**src/rtl/pairsel_pkg.sv**
```systemverilog
// Package pairsel_pkg
// Purpose: shared register-select encoding for the six-pin port.
// Assumes: a two-bit select field on the register interface.
package pairsel_pkg;

    typedef enum logic [1:0] {
        SEL_DATA = 2'd0,
        SEL_DIR  = 2'd1,
        SEL_FUNC = 2'd2,
        SEL_NONE = 2'd3
    } reg_sel_e;

endpackage

```
**src/rtl/pairsel_regs.sv**
```systemverilog
// Module pairsel_regs
// Purpose: holds the output latch, the direction register and the per-group
//          function-select register, all loaded from byte-wide writes.
// Assumes: PINS and GROUPS are not wider than BUS_W; bits of wr_data above
//          each register's width are dropped; synchronous active-low reset.
module pairsel_regs
    import pairsel_pkg::*;
#(
    parameter int PINS       = 6,
    parameter int GROUP_SIZE = 2,
    parameter int BUS_W      = 8,
    localparam int GROUPS    = PINS / GROUP_SIZE
) (
    input  logic              clk,
    input  logic              rst_n,
    input  logic              wr_en,
    input  logic [1:0]        reg_sel,
    input  logic [BUS_W-1:0]  wr_data,
    output logic [PINS-1:0]   out_latch,
    output logic [PINS-1:0]   dir_q,
    output logic [GROUPS-1:0] func_q
);

    logic wr_data_hit;
    logic wr_dir_hit;
    logic wr_func_hit;
    logic unused_wr_bits;

    // Decode which register the current write targets.
    always_comb begin
        wr_data_hit = wr_en && (reg_sel_e'(reg_sel) == SEL_DATA);
        wr_dir_hit  = wr_en && (reg_sel_e'(reg_sel) == SEL_DIR);
        wr_func_hit = wr_en && (reg_sel_e'(reg_sel) == SEL_FUNC);
    end

    // Bits above the register widths are dropped on purpose.
    assign unused_wr_bits = ^wr_data;

    // Output latch: loaded on every data write, whatever the pin state.
    always_ff @(posedge clk) begin
        if (!rst_n) begin
            out_latch <= '0;
        end else if (wr_data_hit) begin
            out_latch <= wr_data[PINS-1:0];
        end
    end

    // Direction register: one bit per pin, 1 selects output.
    always_ff @(posedge clk) begin
        if (!rst_n) begin
            dir_q <= '0;
        end else if (wr_dir_hit) begin
            dir_q <= wr_data[PINS-1:0];
        end
    end

    // Function select: one bit per pin group, 1 hands the group to the bus.
    always_ff @(posedge clk) begin
        if (!rst_n) begin
            func_q <= '0;
        end else if (wr_func_hit) begin
            func_q <= wr_data[GROUPS-1:0];
        end
    end

endmodule

```
**src/rtl/pairsel_pinmux.sv**
```systemverilog
// Module pairsel_pinmux
// Purpose: per-pin selection between port function and address output, and
//          the per-pin value seen by a data-register read.
// Assumes: pin i of group g is pin g*GROUP_SIZE+i; ctl_addr bit i is the
//          address line that pin i drives in control mode.
module pairsel_pinmux #(
    parameter int PINS       = 6,
    parameter int GROUP_SIZE = 2,
    localparam int GROUPS    = PINS / GROUP_SIZE
) (
    input  logic [PINS-1:0]   out_latch,
    input  logic [PINS-1:0]   dir_q,
    input  logic [GROUPS-1:0] func_q,
    input  logic [PINS-1:0]   ctl_addr,
    input  logic [PINS-1:0]   pad_in,
    output logic [PINS-1:0]   pad_out,
    output logic [PINS-1:0]   pad_oe,
    output logic [PINS-1:0]   pin_view,
    output logic [PINS-1:0]   ctrl_mask
);

    for (genvar g = 0; g < GROUPS; g++) begin : g_group
        for (genvar i = 0; i < GROUP_SIZE; i++) begin : g_pin
            localparam int P = g * GROUP_SIZE + i;

            // Spread the group's function bit to each of its pins.
            assign ctrl_mask[P] = func_q[g];

            // Choose pad drive: address line in control mode, latch otherwise.
            always_comb begin
                if (func_q[g]) begin
                    pad_out[P] = ctl_addr[P];
                    pad_oe[P]  = 1'b1;
                end else begin
                    pad_out[P] = out_latch[P];
                    pad_oe[P]  = dir_q[P];
                end
            end

            // Readback: latch for port outputs, pad level for the rest.
            always_comb begin
                if (!func_q[g] && dir_q[P]) begin
                    pin_view[P] = out_latch[P];
                end else begin
                    pin_view[P] = pad_in[P];
                end
            end
        end
    end

endmodule

```
**src/rtl/pairsel_readback.sv**
```systemverilog
// Module pairsel_readback
// Purpose: combinational read multiplexer, zero-extended to the bus width.
// Assumes: select 3 is unused and reads as zero.
module pairsel_readback
    import pairsel_pkg::*;
#(
    parameter int PINS       = 6,
    parameter int GROUP_SIZE = 2,
    parameter int BUS_W      = 8,
    localparam int GROUPS    = PINS / GROUP_SIZE
) (
    input  logic [1:0]        reg_sel,
    input  logic [PINS-1:0]   pin_view,
    input  logic [PINS-1:0]   dir_q,
    input  logic [GROUPS-1:0] func_q,
    output logic [BUS_W-1:0]  rd_data
);

    // Select the addressed field; untouched upper bits stay zero.
    always_comb begin
        rd_data = '0;
        case (reg_sel_e'(reg_sel))
            SEL_DATA: rd_data[PINS-1:0]   = pin_view;
            SEL_DIR:  rd_data[PINS-1:0]   = dir_q;
            SEL_FUNC: rd_data[GROUPS-1:0] = func_q;
            default:  rd_data = '0;
        endcase
    end

endmodule

```
**src/rtl/pairsel_port.sv**
```systemverilog
// Module pairsel_port
// Purpose: six-pin I/O port whose pin pairs can be handed to the upper
//          address lines of an external memory bus.
// Assumes: PINS is a multiple of GROUP_SIZE and not wider than BUS_W.
module pairsel_port #(
    parameter int PINS       = 6,
    parameter int GROUP_SIZE = 2,
    parameter int BUS_W      = 8
) (
    input  logic             clk,
    input  logic             rst_n,
    input  logic             wr_en,
    input  logic [1:0]       reg_sel,
    input  logic [BUS_W-1:0] wr_data,
    output logic [BUS_W-1:0] rd_data,
    input  logic [PINS-1:0]  ctl_addr,
    input  logic [PINS-1:0]  pad_in,
    output logic [PINS-1:0]  pad_out,
    output logic [PINS-1:0]  pad_oe
);

    localparam int GROUPS = PINS / GROUP_SIZE;

    logic [PINS-1:0]   out_latch;
    logic [PINS-1:0]   dir_q;
    logic [GROUPS-1:0] func_q;
    logic [PINS-1:0]   pin_view;
    logic [PINS-1:0]   ctrl_mask;

    pairsel_regs #(
        .PINS(PINS), .GROUP_SIZE(GROUP_SIZE), .BUS_W(BUS_W)
    ) u_regs (
        .clk(clk), .rst_n(rst_n), .wr_en(wr_en), .reg_sel(reg_sel),
        .wr_data(wr_data), .out_latch(out_latch), .dir_q(dir_q),
        .func_q(func_q)
    );

    pairsel_pinmux #(
        .PINS(PINS), .GROUP_SIZE(GROUP_SIZE)
    ) u_mux (
        .out_latch(out_latch), .dir_q(dir_q), .func_q(func_q),
        .ctl_addr(ctl_addr), .pad_in(pad_in), .pad_out(pad_out),
        .pad_oe(pad_oe), .pin_view(pin_view), .ctrl_mask(ctrl_mask)
    );

    pairsel_readback #(
        .PINS(PINS), .GROUP_SIZE(GROUP_SIZE), .BUS_W(BUS_W)
    ) u_rd (
        .reg_sel(reg_sel), .pin_view(pin_view), .dir_q(dir_q),
        .func_q(func_q), .rd_data(rd_data)
    );

endmodule

```
**config.mk**
```make
export PLATFORM = sky130hd
export DESIGN_NAME = pairsel_port
export DESIGN_NICKNAME = d
export VERILOG_FILES = /design/src/rtl/pairsel_pkg.sv /design/src/rtl/pairsel_regs.sv /design/src/rtl/pairsel_pinmux.sv /design/src/rtl/pairsel_readback.sv /design/src/rtl/pairsel_port.sv
export SDC_FILE = /design/constraint.sdc
export NUM_CORES = 1
export LEC_CHECK = 0
export ABC_CLOCK_PERIOD_IN_PS = 1200
export BUFFER_PORTS_ARGS = -buffer_cell sky130_fd_sc_hd__clkbuf_2
export CORE_UTILIZATION = 43
export CTS_BUF_LIST = sky130_fd_sc_hd__clkbuf_8
export CTS_CLUSTER_SIZE = 40
export DETAILED_ROUTE_END_ITERATION = 8
export PLACE_DENSITY = 0.77
export SYNTH_ARGS = -nofsm -noshare
export SYNTH_HDL_FRONTEND = slang
export SYNTH_HIERARCHICAL = 1
export SYNTH_SLANG_ARGS = --single-unit
```
**constraint.sdc**
```tcl
create_clock -name clk -period 1.2 [get_ports clk]
set_clock_uncertainty 0.2 [all_clocks]
set_input_delay 0.06 -clock clk [delete_from_list [all_inputs] [get_ports clk]]
set_output_delay 0.06 -clock clk [all_outputs]
set_load 0.005 [all_outputs]
```
Word-level counts from Yosys, hierarchy flattened
Cells that the tools add are included.
{ "word_totals": {"ff_bits": 15, "latch_bits": 0, "ram_bits": 0, "mem_bits_ro": 0, "output_inout_bits": 20, "elab_cells": 38, "n_memories": 0} }
{ "classes": {"add_sub_neg": 0, "multipliers": 0, "div": 0, "magnitude_cmp": 0, "n_eq_ne": 2, "shift": 0, "n_mux": 20, "bitwise_logic": 0, "n_reduce_logical": 13} }
{ "ops": {"columns": ["cell", "count"], "rows": [
  ["$mux W1", 18],
  ["$logic_and A1 B1 Y1", 9],
  ["$pmux W3 S3", 1],
  ["$pmux W3 S2", 1],
  ["$logic_not A1 Y1", 3],
  ["$eq A2 B1 Y1 const B", 1],
  ["$eq A2 B2 Y1 const B", 1],
  ["$logic_not A2 Y1", 1]
]} }

Depth between registers and ports, before layout
{ "depth": {"depth_word": 4, "mapped_depth": 4, "mapped_depth_nobuf": 4} }

Modules after synthesis
The synthesis kept the hierarchy.
{ "by_module_without_submodules": {"columns": ["module", "n_inst", "cells_per_inst", "area_per_inst_um2", "seq_area_each_um2"], "rows": [
  ["pairsel_regs", 1, 56, 576.8, 300.3],
  ["pairsel_pinmux", 1, 30, 277.8, 0.0],
  ["pairsel_readback", 1, 18, 148.9, 0.0]
]} }

Worst setup path before layout
No wires, ideal clock.
{ "synth_timing": {"path_type": "register to output", "from": "register u_regs.func_q[0]", "to": "output port rd_data[0]", "arrival_ps": 1063, "slack_ps": -123, "path_stages_with_launch": 5, "cell_sequence": "dfxtp_1 -> nand2b_1 -> mux2_4 -> mux2i_1 -> o2bb2ai_1"} }
{ "synth_via": {"elab_chain_cells": 4} }
{ "synth_rtl": {"columns": ["item", "line", "rtl"], "rows": [
  ["from (decl)", "pairsel_regs.sv:21", "output logic [GROUPS-1:0] func_q"],
  ["from (signal assigned)", "pairsel_regs.sv:62", "func_q <= wr_data[GROUPS-1:0];"],
  ["$logic_not A1 Y1", "pairsel_pinmux.sv:42", "if (!func_q[g] && dir_q[P]) begin"],
  ["$logic_and A1 B1 Y1", "pairsel_pinmux.sv:42", null],
  ["$mux W1", "pairsel_pinmux.sv:42", null],
  ["via pin_view[0]", "pairsel_port.sv:27", "logic [PINS-1:0] pin_view;"],
  ["$pmux W3 S3", "pairsel_readback.sv:22", "case (reg_sel_e'(reg_sel))"],
  ["to (decl)", "pairsel_port.sv:15", "output logic [BUS_W-1:0] rd_data,"]
]} }
The timed path passes the listed nets, and every way through them passes these cells.

Worst setup path in the final report
{ "layout_timing": {"from": "register u_regs.func_q[2]", "to": "output port rd_data[4]"} }
{ "layout_via": {"elab_chain_cells": 4} }
{ "layout_rtl": {"columns": ["item", "line"], "rows": [
  ["$logic_not A1 Y1", "pairsel_pinmux.sv:42"],
  ["$logic_and A1 B1 Y1", "pairsel_pinmux.sv:42"],
  ["$mux W1", "pairsel_pinmux.sv:42"],
  ["via pin_view[4]", "pairsel_port.sv:27"],
  ["$pmux W3 S2", "pairsel_readback.sv:22"]
]} }
The timed path passes the listed nets, and every way through them passes these cells.

==> results.txt <==
The run finished, with violations left. The final reports fail on negative setup slack. Summing every instance area after synthesis gives 958 µm². The run gives 25 as the number of DRC markers in iteration 0. The layout has 145 filler cells. In this run the standard cell core region covers 0.00202 mm². CTS placed an instance of clkbuf_8 at the clock tree root. In this run the power spent charging and discharging nets is 319 µW. The cell-internal power was 933 µW. The remaining routing DRC violations is 0, and the global-route wire length before repair is 4.13 mm. Along the worst path, the maximum fanout reaches 4. The length of the first detailed-routing pass in iterations was 4; the die extent in y was 49.2 µm. The all-layer global routing usage came out at 0.225.

The routed design has 2.70 mm of wire. Routability-driven placement finished with a final weighted congestion of 0.742. The final antenna diode count was 0; the die span in x was 49.2 µm.

Synthesis produced a netlist whose cell count is 98. Max-cap violations in this run came to 0. For this design, the sink count on the clock tree is 15. The via count of the first global-routing pass came out at 962. During placement, the flow inserted port buffers numbering 40. Data on the critical path arrives at its endpoint at 1380 ps. The switching power share of the total was 0.255.

The logs give 0.474 for the initial core utilization and 0 for the initial antenna violation count. The critical path required time is 940 ps, and the post-synthesis to final-layout area growth is 60.2%. Clock-pin slew was measured on the worst setup and hold paths at 60 ps.

The final design utilization is 0.759, and the number of buffers created by CTS is 3. The ratio of final minimum period to clock period is 1.37. Proportion of layout cells with a drive suffix above 1: 0.564.

The power share of the clock group is 0.325, and the average vias per placed instance is 5.05. The kind of path behind the tightest hold check is input pin to flip-flop. For the worst setup slack for register-to-register paths, the log shows 170 ps.

The total number of placement rows was 16. Final hold violation count: 0. For the finished layout, the period the worst path requires is 1640 ps.

Power spread over the standard cell area amounts to 816 mW/mm². The run gives 0 as the antenna violation net count after detailed routing. The tools report the fraction of power consumed by combinational cells as 0.249. The via total after detailed routing is 959. The die covers 0.00242 mm².

Setup repair after global routing could not meet its margin everywhere. Setup violations remaining at the end of the flow were counted as 18. The setup slack of the critical path after layout is -439 ps, and the maximum level of the CTS H-tree is 1. The clock network latency to the later pin of the worst-skew pair was 240 ps. The global-route congestion overflow total was 0.

The run gives 16 as the largest net degree at the start of global routing. The Yosys step of the flow raised 6 warnings. Kind of start point of the critical path: a flip-flop. For the maximum vdd drop, the log shows 744 µV.

The tools report the HPWL after detailed placement as 1.87 mm. The overall power of the completed layout was 1.25 mW. The critical path is of the flip-flop to primary output type. The tightest hold path in the finished design has a slack of 63.0 ps. The logs give 0 for the final max-slew violation count and 2 for the maximum number of buffers from clock root to sink.

The synthesized area per cell works out to 9.78 µm². Timing analysis after detailed placement gives a worst setup slack of -135 ps. The worst hold path was traced through 3 stages.

The routed length per instance came out at 14.2 µm. The endpoint class of the critical path is a primary output. The static leakage was 0.799 nW.

The run gives 0.425 as the sequential cell fraction of total power. Leaving out fill and tap cells, the most frequent cells in the layout are clkbuf_2 (39), mux2i_1 (21), nand2_1 (21). TritonCTS built the clock tree.

Most common cell after layout, fill and taps aside: clkbuf_2. 45 I/O pins were placed. The run gives 189 as the final layout net count. Static timing analysis puts the maximum clock frequency at 0.610 GHz.

For the worst flop-to-flop path, the logic depth is 4.
## what timing repair did
| action | in CTS | in global routing |
|---|---|---|
| setup endpoints to repair | 18 | 18 |
| buffers inserted | 1 | 1 |
| hold buffers | 6 | 0 |
| pin swaps | 5 | 4 |
| hold endpoints to repair | 15 | 0 |
| gates resized for setup | 16 | 7 |
## power groups by stage
stage / clock, mW / combinational (mW) / sequential, mW
6_report: 0.407 / 0.312 / 0.533
3_3_place_gp: 0 / 0.260 / 0.539
5_1_grt: 0.444 / 0.334 / 0.534
4_1_cts: 0.413 / 0.299 / 0.532
2_1_floorplan: 0 / 0.145 / 0.540
3_5_place_dp: 0 / 0.268 / 0.540
## per-stage QoR
step           std cells  instance area [µm²]  setup TNS (ps)
2_1_floorplan         99                  983           -67.3
3_3_place_gp         178                 1320            -605
3_5_place_dp         178                 1320            -689
4_1_cts              189                 1500           -4530
5_1_grt              190                 1540           -5680
6_report             190                 1540           -4860
## final cells by class
| cell class | count | area (µm²) | share of cell area |
|---|---|---|---|
| Tap cell | 27 | 33.8 | 0.0220 |
| Multi-Input combinational cell | 78 | 678 | 0.442 |
| Clock buffer | 3 | 41.3 | 0.0269 |
| Timing Repair Buffer | 66 | 463 | 0.302 |
| Clock inverter | 1 | 5.00 | 0.00326 |
| Sequential cell | 15 | 314 | 0.205 |
## worst max-delay path: stages, from the launching register on
cell	delay, ps
dfxtp_4	360
nand2b_4	140
mux2_4	290
mux2i_1	160
nor2_1	80
clkbuf_2	110
## routing by layer
metal,track usage,wire length (µm)
met1,0.249,1120
met2,0.402,1420
met3,0.0343,118
met5,0,0
met4,0.132,42
## path summary, 6_finish.rpt
check,end,from
worst min register to register,u_regs/out_latch[4],u_regs/out_latch[4]
worst min-delay path,u_regs/dir_q[4],rst_n
worst max-delay path,rd_data[4],u_regs/func_q[2]
worst max register to register,u_regs/func_q[1],u_regs/func_q[1]
## state kept, by name, summed over array words and instances (netlist names)
signal / count
u_regs/dir_q: 6
u_regs/out_latch: 6
u_regs/func_q: 3
Power figures use the tool's default switching activity.
